### src/rtl/lsx_tx_pkg.sv
package lsx_tx_pkg;
  typedef enum logic [2:0] {
    ST_IDLE,
    ST_ARM,
    ST_SEND,
    ST_EOP,
    ST_JIDLE
  } tx_state_e;

  localparam logic [7:0] SYNC_BYTE = 8'h80;
  localparam logic [7:0] PID_ACK   = 8'hD2;
  localparam logic [7:0] PID_NAK   = 8'h5A;
endpackage

### src/rtl/lsx_tx_timer.sv
// Symbol and end-of-packet timing counter.
module lsx_tx_timer #(
  parameter int CLKS_PER_BIT = 11,
  parameter int EOP_BITS     = 2
) (
  input  logic clk,
  input  logic rst_n,
  input  logic clr,
  input  logic en,
  input  logic bit_mode,
  output logic bit_end,
  output logic eop_end
);
  localparam int EOP_CLKS = CLKS_PER_BIT * EOP_BITS;
  localparam int CW       = $clog2(EOP_CLKS + 1);

  logic [CW-1:0] cnt_q, cnt_d;
  logic          cnt_en;

  assign bit_end = (cnt_q == CW'(CLKS_PER_BIT - 1));
  assign eop_end = (cnt_q == CW'(EOP_CLKS - 1));
  assign cnt_en  = clr | en;

  always_comb begin
    cnt_d = cnt_q;
    if (clr) begin
      cnt_d = '0;
    end else if (en) begin
      if (bit_mode && bit_end) cnt_d = '0;
      else                     cnt_d = cnt_q + CW'(1);
    end
  end

  always_ff @(posedge clk or negedge rst_n) begin
    if (!rst_n)      cnt_q <= '0;
    else if (cnt_en) cnt_q <= cnt_d;
  end
endmodule

### src/rtl/lsx_tx_stuffer.sv
// Bit shifter, NRZI level keeper and stuffing insertion.
module lsx_tx_stuffer
  import lsx_tx_pkg::*;
#(
  parameter int STUFF_RUN = 6
) (
  input  logic       clk,
  input  logic       rst_n,
  input  logic       init,
  input  logic       step,
  input  logic       have_next,
  input  logic [7:0] next_byte,
  output logic       line_j,
  output logic       want_byte,
  output logic       finished
);
  localparam int OW = $clog2(STUFF_RUN + 1);

  logic [7:0]    shreg_q, shreg_d;
  logic [2:0]    idx_q, idx_d;
  logic [OW-1:0] ones_q, ones_d;
  logic          lvl_q, lvl_d;
  logic          tail_q, tail_d;
  logic          stuff_now;
  logic          reg_en;

  assign stuff_now = (ones_q == OW'(STUFF_RUN));
  assign want_byte = step && !stuff_now && !tail_q && (idx_q == 3'd7);
  assign finished  = tail_q && !stuff_now;
  assign line_j    = lvl_q;
  assign reg_en    = init | step;

  always_comb begin
    shreg_d = shreg_q;
    idx_d   = idx_q;
    ones_d  = ones_q;
    lvl_d   = lvl_q;
    tail_d  = tail_q;
    if (init) begin
      shreg_d = SYNC_BYTE;
      idx_d   = '0;
      ones_d  = '0;
      lvl_d   = 1'b1;
      tail_d  = 1'b0;
    end else if (step) begin
      if (stuff_now) begin
        lvl_d  = ~lvl_q;
        ones_d = '0;
      end else if (!tail_q) begin
        if (shreg_q[0]) begin
          ones_d = ones_q + OW'(1);
        end else begin
          lvl_d  = ~lvl_q;
          ones_d = '0;
        end
        if (idx_q == 3'd7) begin
          if (have_next) begin
            shreg_d = next_byte;
            idx_d   = '0;
          end else begin
            tail_d = 1'b1;
          end
        end else begin
          shreg_d = {1'b0, shreg_q[7:1]};
          idx_d   = idx_q + 3'd1;
        end
      end
    end
  end

  always_ff @(posedge clk or negedge rst_n) begin
    if (!rst_n) begin
      shreg_q <= '0;
      idx_q   <= '0;
      ones_q  <= '0;
      lvl_q   <= 1'b1;
      tail_q  <= 1'b0;
    end else if (reg_en) begin
      shreg_q <= shreg_d;
      idx_q   <= idx_d;
      ones_q  <= ones_d;
      lvl_q   <= lvl_d;
      tail_q  <= tail_d;
    end
  end
endmodule

### src/rtl/lsx_tx_addr.sv
// Pending and active device address.
module lsx_tx_addr #(
  parameter int ADDR_W = 7
) (
  input  logic              clk,
  input  logic              rst_n,
  input  logic              wr,
  input  logic [ADDR_W-1:0] wr_addr,
  input  logic              commit,
  output logic [ADDR_W-1:0] dev_addr
);
  logic [ADDR_W-1:0] pend_q, pend_d, cur_q, cur_d;
  logic              pv_q, pv_d;

  always_comb begin
    pend_d = pend_q;
    pv_d   = pv_q;
    cur_d  = cur_q;
    if (commit && pv_q) begin
      cur_d = pend_q;
      pv_d  = 1'b0;
    end
    if (wr) begin
      pend_d = wr_addr;
      pv_d   = 1'b1;
    end
  end

  always_ff @(posedge clk or negedge rst_n) begin
    if (!rst_n) begin
      pend_q <= '0;
      pv_q   <= 1'b0;
      cur_q  <= '0;
    end else begin
      pend_q <= pend_d;
      pv_q   <= pv_d;
      cur_q  <= cur_d;
    end
  end

  assign dev_addr = cur_q;
endmodule

### src/rtl/lsx_pkt_tx.sv
module lsx_pkt_tx
  import lsx_tx_pkg::*;
#(
  parameter int CLKS_PER_BIT = 11,
  parameter int EOP_BITS     = 2,
  parameter int STUFF_RUN    = 6,
  parameter int MIN_BYTES    = 2,
  parameter int MAX_BYTES    = 12,
  parameter int LEN_W        = 4,
  parameter int ADDR_W       = 7
) (
  input  logic              clk,
  input  logic              rst_n,
  input  logic              start_valid,
  output logic              start_ready,
  input  logic [LEN_W-1:0]  start_len,
  input  logic              data_valid,
  output logic              data_ready,
  input  logic [7:0]        data_byte,
  input  logic              hs_req,
  input  logic              hs_nak,
  input  logic              addr_wr,
  input  logic [ADDR_W-1:0] addr_in,
  output logic [ADDR_W-1:0] dev_addr,
  output logic              dp,
  output logic              dm,
  output logic              oe,
  output logic              busy,
  output logic              done
);
  tx_state_e        state_q, state_d;
  logic [LEN_W-1:0] left_q, left_d;
  logic [LEN_W-1:0] len_eff;
  logic             is_hs_q, is_hs_d;
  logic [7:0]       pid_q, pid_d;
  logic             done_q, done_d;

  logic idle, take_hs, take_pkt, step, end_pkt;
  logic have_next, load_byte, commit;
  logic bit_end, eop_end, line_j, want_byte, finished;
  logic tmr_clr, tmr_en, tmr_bit;
  logic [7:0] next_byte;

  assign idle        = (state_q == ST_IDLE);
  assign start_ready = idle && !hs_req;
  assign take_hs     = idle && hs_req;
  assign take_pkt    = idle && start_valid && !hs_req;
  assign step        = (state_q == ST_ARM) || ((state_q == ST_SEND) && bit_end);
  assign end_pkt     = (state_q == ST_SEND) && bit_end && finished;
  assign have_next   = (left_q != '0) && (is_hs_q || data_valid);
  assign next_byte   = is_hs_q ? pid_q : data_byte;
  assign data_ready  = want_byte && !is_hs_q && (left_q != '0);
  assign load_byte   = want_byte && have_next;
  assign commit      = end_pkt && !is_hs_q;
  assign tmr_clr     = (state_q == ST_ARM) || end_pkt;
  assign tmr_en      = (state_q == ST_SEND) || (state_q == ST_EOP);
  assign tmr_bit     = (state_q == ST_SEND);

  always_comb begin
    if (start_len < LEN_W'(MIN_BYTES))      len_eff = LEN_W'(MIN_BYTES);
    else if (start_len > LEN_W'(MAX_BYTES)) len_eff = LEN_W'(MAX_BYTES);
    else                                    len_eff = start_len;
  end

  lsx_tx_timer #(
    .CLKS_PER_BIT(CLKS_PER_BIT),
    .EOP_BITS    (EOP_BITS)
  ) u_timer (
    .clk     (clk),
    .rst_n   (rst_n),
    .clr     (tmr_clr),
    .en      (tmr_en),
    .bit_mode(tmr_bit),
    .bit_end (bit_end),
    .eop_end (eop_end)
  );

  lsx_tx_stuffer #(
    .STUFF_RUN(STUFF_RUN)
  ) u_stuff (
    .clk      (clk),
    .rst_n    (rst_n),
    .init     (take_hs | take_pkt),
    .step     (step),
    .have_next(have_next),
    .next_byte(next_byte),
    .line_j   (line_j),
    .want_byte(want_byte),
    .finished (finished)
  );

  lsx_tx_addr #(
    .ADDR_W(ADDR_W)
  ) u_addr (
    .clk     (clk),
    .rst_n   (rst_n),
    .wr      (addr_wr),
    .wr_addr (addr_in),
    .commit  (commit),
    .dev_addr(dev_addr)
  );

  // next-state
  always_comb begin
    state_d = state_q;
    left_d  = left_q;
    is_hs_d = is_hs_q;
    pid_d   = pid_q;
    done_d  = (state_q == ST_JIDLE);
    unique case (state_q)
      ST_IDLE: begin
        if (take_hs) begin
          state_d = ST_ARM;
          left_d  = LEN_W'(1);
          is_hs_d = 1'b1;
          pid_d   = hs_nak ? PID_NAK : PID_ACK;
        end else if (take_pkt) begin
          state_d = ST_ARM;
          left_d  = len_eff - LEN_W'(1);
          is_hs_d = 1'b0;
        end
      end
      ST_ARM:   state_d = ST_SEND;
      ST_SEND: begin
        if (end_pkt) state_d = ST_EOP;
        if (load_byte) left_d = left_q - LEN_W'(1);
      end
      ST_EOP:   if (eop_end) state_d = ST_JIDLE;
      ST_JIDLE: state_d = ST_IDLE;
      default:  state_d = ST_IDLE;
    endcase
  end

  // registers
  always_ff @(posedge clk or negedge rst_n) begin
    if (!rst_n) begin
      state_q <= ST_IDLE;
      left_q  <= '0;
      is_hs_q <= 1'b0;
      pid_q   <= '0;
      done_q  <= 1'b0;
    end else begin
      state_q <= state_d;
      left_q  <= left_d;
      is_hs_q <= is_hs_d;
      pid_q   <= pid_d;
      done_q  <= done_d;
    end
  end

  // line decode
  always_comb begin
    dp = 1'b0;
    dm = 1'b0;
    oe = 1'b0;
    unique case (state_q)
      ST_ARM:   dm = 1'b1;
      ST_SEND: begin
        oe = 1'b1;
        dp = ~line_j;
        dm = line_j;
      end
      ST_EOP:   oe = 1'b1;
      ST_JIDLE: begin
        oe = 1'b1;
        dm = 1'b1;
      end
      default: ;
    endcase
  end

  assign busy = !idle;
  assign done = done_q;
endmodule

### config.mk
export PLATFORM = sky130hd
export DESIGN_NAME = lsx_pkt_tx
export DESIGN_NICKNAME = d
export VERILOG_FILES = /design/src/rtl/lsx_tx_pkg.sv /design/src/rtl/lsx_tx_timer.sv /design/src/rtl/lsx_tx_stuffer.sv /design/src/rtl/lsx_tx_addr.sv /design/src/rtl/lsx_pkt_tx.sv
export SDC_FILE = /design/constraint.sdc
export NUM_CORES = 1
export LEC_CHECK = 0
export BUFFER_PORTS_ARGS = -buffer_cell sky130_fd_sc_hd__buf_2
export CAP_MARGIN = 20
export CORE_MARGIN = 4
export CORE_UTILIZATION = 50
export DETAILED_ROUTE_END_ITERATION = 12
export GPL_ROUTABILITY_DRIVEN = 0
export PLACE_DENSITY = 0.76
export SYNTH_ARGS = -nofsm -noshare
export SYNTH_HDL_FRONTEND = slang
export SYNTH_SLANG_ARGS = --single-unit
### constraint.sdc
create_clock -name clk -period 2.3 [get_ports clk]
set_clock_uncertainty 0.05 [all_clocks]
set_input_delay 0.115 -clock clk [delete_from_list [all_inputs] [get_ports clk]]
set_output_delay 0.115 -clock clk [all_outputs]
set_load 0.03 [all_outputs]
==> results of run 1 <==
-- worst max-delay path: stages (launching register included) --
cell and delay, ps:
dfrtp_1 400, ha_1 170, ha_1 260, nor2b_1 340
nor3b_2 280, buf_4 200
-- kinds of logic (layout without fill, tap and decap cells) --
kind of cell | count (synthesis) | in the layout | share of synthesized area
AOI/OAI and AO/OA | 52 | 52 | 0.132
xor gates and xnor gates | 5 | 5 | 0.0171
adders and majority gates | 11 | 11 | 0.0527
buffers and inverters | 19 | 73 | 0.0405
DFF | 48 | 48 | 0.469
muxes | 20 | 20 | 0.0961
and+or+nand+nor | 89 | 89 | 0.193
-- routing by layer --
| metal | vias up | wire (um) | GRT usage |
|---|---|---|---|
| met5 | - | 0 | 0 |
| met4 | 0 | 29 | 0.0447 |
| met3 | 4 | 224 | 0.0384 |
| met2 | 44 | 2590 | 0.307 |
| met1 | 961 | 2370 | 0.236 |
| li1 | 957 | - | - |
-- power by group --
part	internal, uW	total, uW	switching (uW)
registers	1170	1450	281
clock network	322	608	286
logic	694	1560	866
total	2190	3620	1430
-- synthesized netlist by cell type (2+ instances only) --
cell type,instances,share of area
and3_1,4,0.0097
buf_4,2,0.0058
mux2_4,7,0.041
nor3b_1,3,0.0088
inv_1,9,0.013
nor2b_1,5,0.012
nor3_1,5,0.0097
xor2_1,4,0.014
o22ai_1,2,0.0049
nand3b_1,2,0.0058
clkbuf_1,3,0.0044
a21o_1,2,0.0058
o21ai_0,9,0.018
o31ai_1,2,0.0058
nand4_1,4,0.0097
nand2_1,29,0.042
o21ai_1,5,0.0097
mux2_2,9,0.039
dfrtp_1,47,0.46
or2_2,2,0.0049
a21oi_1,19,0.037
ha_1,10,0.049
nand2b_1,3,0.0073
buf_6,3,0.013
mux2i_1,4,0.016
nor2_1,19,0.028
buf_2,2,0.0039
a211oi_2,2,0.0097
o211ai_1,5,0.015
-- sequential cells by signal, indices dropped and copies added, names as in the netlist --
register and flops:
done 1, is_hs_q 1, left_q 4, pid_q 3, state_q 3, u_addr.dev_addr 7, u_addr.pend_q 7, u_addr.pv_q 1
u_stuff.idx_q 3, u_stuff.line_j 1, u_stuff.ones_q 3, u_stuff.shreg_q 8, u_stuff.tail_q 1, u_timer.cnt_q 5
-- per-stage QoR --
step | power (uW) | cells
2_1_floorplan | 2640 | 244
3_3_place_gp | 2940 | 347
3_5_place_dp | 3000 | 347
4_1_cts | 3630 | 363
5_1_grt | 3920 | 365
6_report | 3620 | 365
-- cell type report --
| cell class | count | area, um^2 |
|---|---|---|
| clock buffer | 5 | 68.8 |
| clock inverter | 3 | 42.5 |
| sequential | 48 | 1200 |
| tap | 67 | 83.8 |
| fill | 393 | 1810 |
| timing repair buffer | 56 | 345 |
| inverter | 9 | 33.8 |
| multi-input combinational | 177 | 1260 |
-- how the worst max path moves through the flow --
stage                  to  slack (ps)  cells past startpoint
5_1_grt         left_q[3]          40                      7
3_5_place_dp    left_q[3]         310                      7
6_report       data_ready         190                      5
4_1_cts        data_ready          30                      7
2_1_floorplan  data_ready         190                      7
3_3_place_gp   data_ready         360                      7
-- cell usage in the layout, fill, tap and decap left out, types with 7 or more instances in the layout --
cell type       n
mux2_4          7
mux2_2          9
a21oi_1        19
dlygate4sd3_1   8
dfrtp_1        47
ha_1           10
buf_2          38
nor2_1         19
buf_4          10
inv_1           9
o21ai_0         9
nand2_1        29
-- timing repair --
action	in CTS	in global routing
hold endpoints to repair	54	0
gates resized for setup	0	2
setup buffers	0	2
hold buffers	8	0
setup endpoints to repair	0	1
==> qor.csv, run 1 <==
metric;value;unit
R2R setup slack;190;ps
Die Ht;79.6;um
# rows;25;
Initial Utilization;0.529;
sequential area share after synthesis;0.469;
clk root buf;clkbuf_8;
area post-placement;2830;um^2
Cell Area, Synth;2570;um^2
Worst R2R Path Depth;7;
Max-Cap Viols;0;
top_reg_cell synth;dfrtp_1;
CP Max Fanout;6;
RSZ-0062 raised after global routing;false;
Core Region;4850;um^2
largest net degree at the start of global routing;49;
critical path type;reg2out;
hold path start;addr_in[6];
total negative slack;0;ps
layout cells sized above 1;0.289;
Mapped Cells;244;
Final nets;333;
clock sink total;48;
number of synthesized register bits;48;
worst r2r src;left_q[0];
vias in the first global route;1956;
DP Wirelength;3590;um
hold_ws;6.52;ps
dpl ws;309;ps
Hold Crit Class;in2reg;
DIE AREA;6340;um^2
grt ovf;0;
setup violators final;0;
Worst Setup Start Kind;flip-flop;
hold path cells;2;
Unique masters post-synth;51;
Area Overhead vs Synth;18.5;%
ys async rst share;1.00;
FMAX;473;MHz
Reg-to-Reg End;left_q[3];
Relative slew margins;0.599;
max-slew violations;0;
Port Buffers;39;
Clock Latency Late Sink;300;ps
H-tree depth;2;
initial antenna violation count;0;
outcome;complete, no violations;
Post-DRT Antenna Nets;0;
Vias per Instance;5.39;
Total Routing Usage GR;0.181;
Hold EP;u_addr.pend_q[6];
Crit. Startpoint;u_stuff.idx_q[0];
Ant. Diodes;0;
Arrival @ worst endpoint;1950;ps
via count;1966;
wire per inst;14.3;um
final instance area;3040;um^2
syn_area_per_cell;10.5;um^2
Pleak;0.00144;uW
Setup crit end kind;output pin;
TritonCTS clock tree;built;
DR iter-0 viols;170;
Die Wd;79.6;um
router iterations before antenna repair;4;
cell area power density;1190;nW/um^2
Yosys Warn Count;0;
I/O Pins;40;
setup ws final;186;ps
Final Hold Viols;0;
syn_nets;280;
DRC;0;
final wirelength;5220;um
Post-synth EDFFs;0;
Max clock buf depth;2;
fin crit share;0.919;
CTS clock-pin slew for the worst setup and hold paths;90;ps
min Tclk post-route;2110;ps
Worst EP required;2130;ps
Num CTS Buffers;5;
VDD IR max;658;uV
final core occ;0.627;
first-pass GRT wire length;9050;um
Worst Tran Pin Value;601;ps
Note: power is estimated with default switching activity, not from simulation.
==> run 2, diff against run 1 <==
Settings changed: CORE_UTILIZATION 50 to 56, PLACE_DENSITY 0.76 to 0.83.
==> qor.csv, run 2 (same netlist as run 1, synthesis figures left out) <==
metric;value;unit;change
Relative slew margins;0.612;;was 0.599
Initial Utilization;0.585;;was 0.529
min Tclk post-route;2190;ps;was 2110 ps
Crit. Startpoint;u_stuff.idx_q[0];;unchanged
critical path type;reg2out;;unchanged
max-slew violations;0;;unchanged
Final nets;332;;was 333
fin crit share;0.951;;was 0.919
final wirelength;5370;um;was 5220 um
max FFs per register;8;;unchanged
hold path start;addr_in[1];;was addr_in[6]
Max-Cap Viols;0;;unchanged
layout cells sized above 1;0.286;;was 0.289
cell total after placement;332;;was 347
total negative slack;0;ps;unchanged
Die Wd;75.7;um;was 79.6 um
setup violators final;0;;unchanged
Post-DRT Antenna Nets;0;;unchanged
final core occ;0.687;;was 0.627
initial antenna violation count;0;;unchanged
grt ovf;0;;unchanged
DRC;0;;unchanged
Pleak;0.00144;uW;about the same
via count;1950;;was 1,966
final instance area;3010;um^2;was 3040 um^2
Biggest register;u_stuff.shreg_q;;unchanged
TritonCTS clock tree;built;;unchanged
Ant. Diodes;0;;unchanged
H-tree depth;2;;unchanged
vias in the first global route;1915;;was 1,956
largest net degree at the start of global routing;26;;was 49
Final Non-Filler Cells;349;;was 365
Area Overhead vs Synth;17.4;%;was 18.5%
Die Ht;75.7;um;was 79.6 um
Worst path top cell family by delay;simple AND/OR/NAND/NOR gates;;unchanged
dpl ws;293;ps;was 309 ps
Core Region;4380;um^2;was 4850 um^2
Vias per Instance;5.59;;was 5.39
clock sink total;48;;unchanged
most frequent cells in the layout;47 x dfrtp_1, 38 x buf_2, 29 x nand2_1, 19 x a21oi_1, 19 x nor2_1;;unchanged
router iterations before antenna repair;6;;was 4
CP Max Fanout;6;;unchanged
setup ws final;114;ps;was 186 ps
Port Buffers;39;;unchanged
worst r2r src;left_q[0];;unchanged
Clock Latency Late Sink;300;ps;about the same
DIE AREA;5730;um^2;was 6340 um^2
RSZ-0062 raised after global routing;false;;unchanged
R2R setup slack;270;ps;was 190 ps
M1 wire length;2300;um;was 2370 um
CTS clock-pin slew for the worst setup and hold paths;90;ps;about the same
CP dominant cell by count;ha_1;;unchanged
outcome;complete, no violations;;unchanged
cell area power density;1190;nW/um^2;about the same
first-pass GRT wire length;8840;um;was 9050 um
Worst Setup Start Kind;flip-flop;;unchanged
area post-placement;2820;um^2;was 2830 um^2
Worst EP required;2130;ps;about the same
DR WL met3;250;um;was 224 um
top routing layer in use;met4;;unchanged
Worst Tran Pin Value;583;ps;was 601 ps
Num CTS Buffers;5;;unchanged
Max clock buf depth;2;;unchanged
VDD IR max;537;uV;was 658 uV
Arrival @ worst endpoint;2020;ps;was 1950 ps
Total Routing Usage GR;0.205;;was 0.181
cell chain of the critical path;ha_1, ha_1, nor2b_1, nor3b_2, buf_4;;unchanged
max incr delay on CP;400;ps;about the same
Crit path buffers/inverters;1;;unchanged
most common cell after layout, fill and taps aside;dfrtp_1;;unchanged
Hold Crit Class;in2reg;;unchanged
clk root buf;clkbuf_8;;unchanged
# rows;24;;was 25
WL met2;2720;um;was 2590 um
wire per inst;15.4;um;was 14.3 um
Final Hold Viols;0;;unchanged
DP Wirelength;3770;um;was 3590 um
DR iter-0 viols;150;;was 170
FMAX;457;MHz;was 473 MHz
Setup crit end kind;output pin;;unchanged
I/O Pins;40;;unchanged
CP max-delay cell;dfrtp_1;;unchanged
-- run 2: cell count changes in the layout (fill, tap and decap cells not counted) --
cell | previous run | this run
buf_12 | 0 | 1
buf_4 | 10 | 8
bufinv_16 | 1 | 0
clkbuf_8 | 5 | 6
clkinvlp_4 | 1 | 0
inv_6 | 0 | 1
-- run 2: timing repair --
item | CTS | global route
endpoints found under the setup margin | 0 | 1
endpoints found under the hold margin | 29 | 0
hold buffers | 8 | 0
gates resized for setup | 0 | 2
buffers inserted | 0 | 1
-- run 2: metal layers --
layer  vias up  GRT usage
met5         -          0
met3        10     0.0409
met2        49      0.339
met1       934      0.269
li1        957          -
met4         0     0.0718
-- run 2: worst reg2reg max path, delay by kind of cell (launching register included) --
family          cells  cell delay, ps
flops               1             380
fa+ha+maj           1             200
compound gates      3             710
buf+inv             1              80
simple gates        2             500
-- run 2: where the power goes --
| part | total (uW) | internal [uW] | switching, uW | leakage [uW] |
|---|---|---|---|---|
| Combinational | 1600 | 695 | 903 | 0.000797 |
| Clock | 540 | 246 | 294 | 0.0000516 |
| Sequential | 1450 | 1170 | 277 | 0.000591 |
| Total | 3580 | 2110 | 1470 | 0.00144 |
-- run 2: worst paths after layout --
| check | to | cells after the start |
|---|---|---|
| max in group asynchronous | u_stuff.idx_q[2] | 3 |
| min in group asynchronous | u_timer.cnt_q[3] | 2 |
| hold reg to reg | pid_q[7] | 2 |
| setup / recovery | data_ready | 5 |
| setup reg to reg | left_q[3] | 7 |
| hold / removal | u_addr.pend_q[1] | 2 |
-- run 2: cell type report --
type	count	area, um^2
Fill cell	332	1370
Timing Repair Buffer	55	350
Clock buffer	6	82.6
Clock inverter	2	13.8
Tap cell	52	65.1
Inverter	9	33.8
Multi-Input combinational cell	177	1260
Sequential cell	48	1200
-- run 2: stage by stage --
stage               power, uW  hold WS (ps)
floorplan                2640          -231
global route             3850          7.26
detailed placement       3020          92.7
global placement         2930          92.0
CTS                      3570          5.62
finish                   3580          11.8
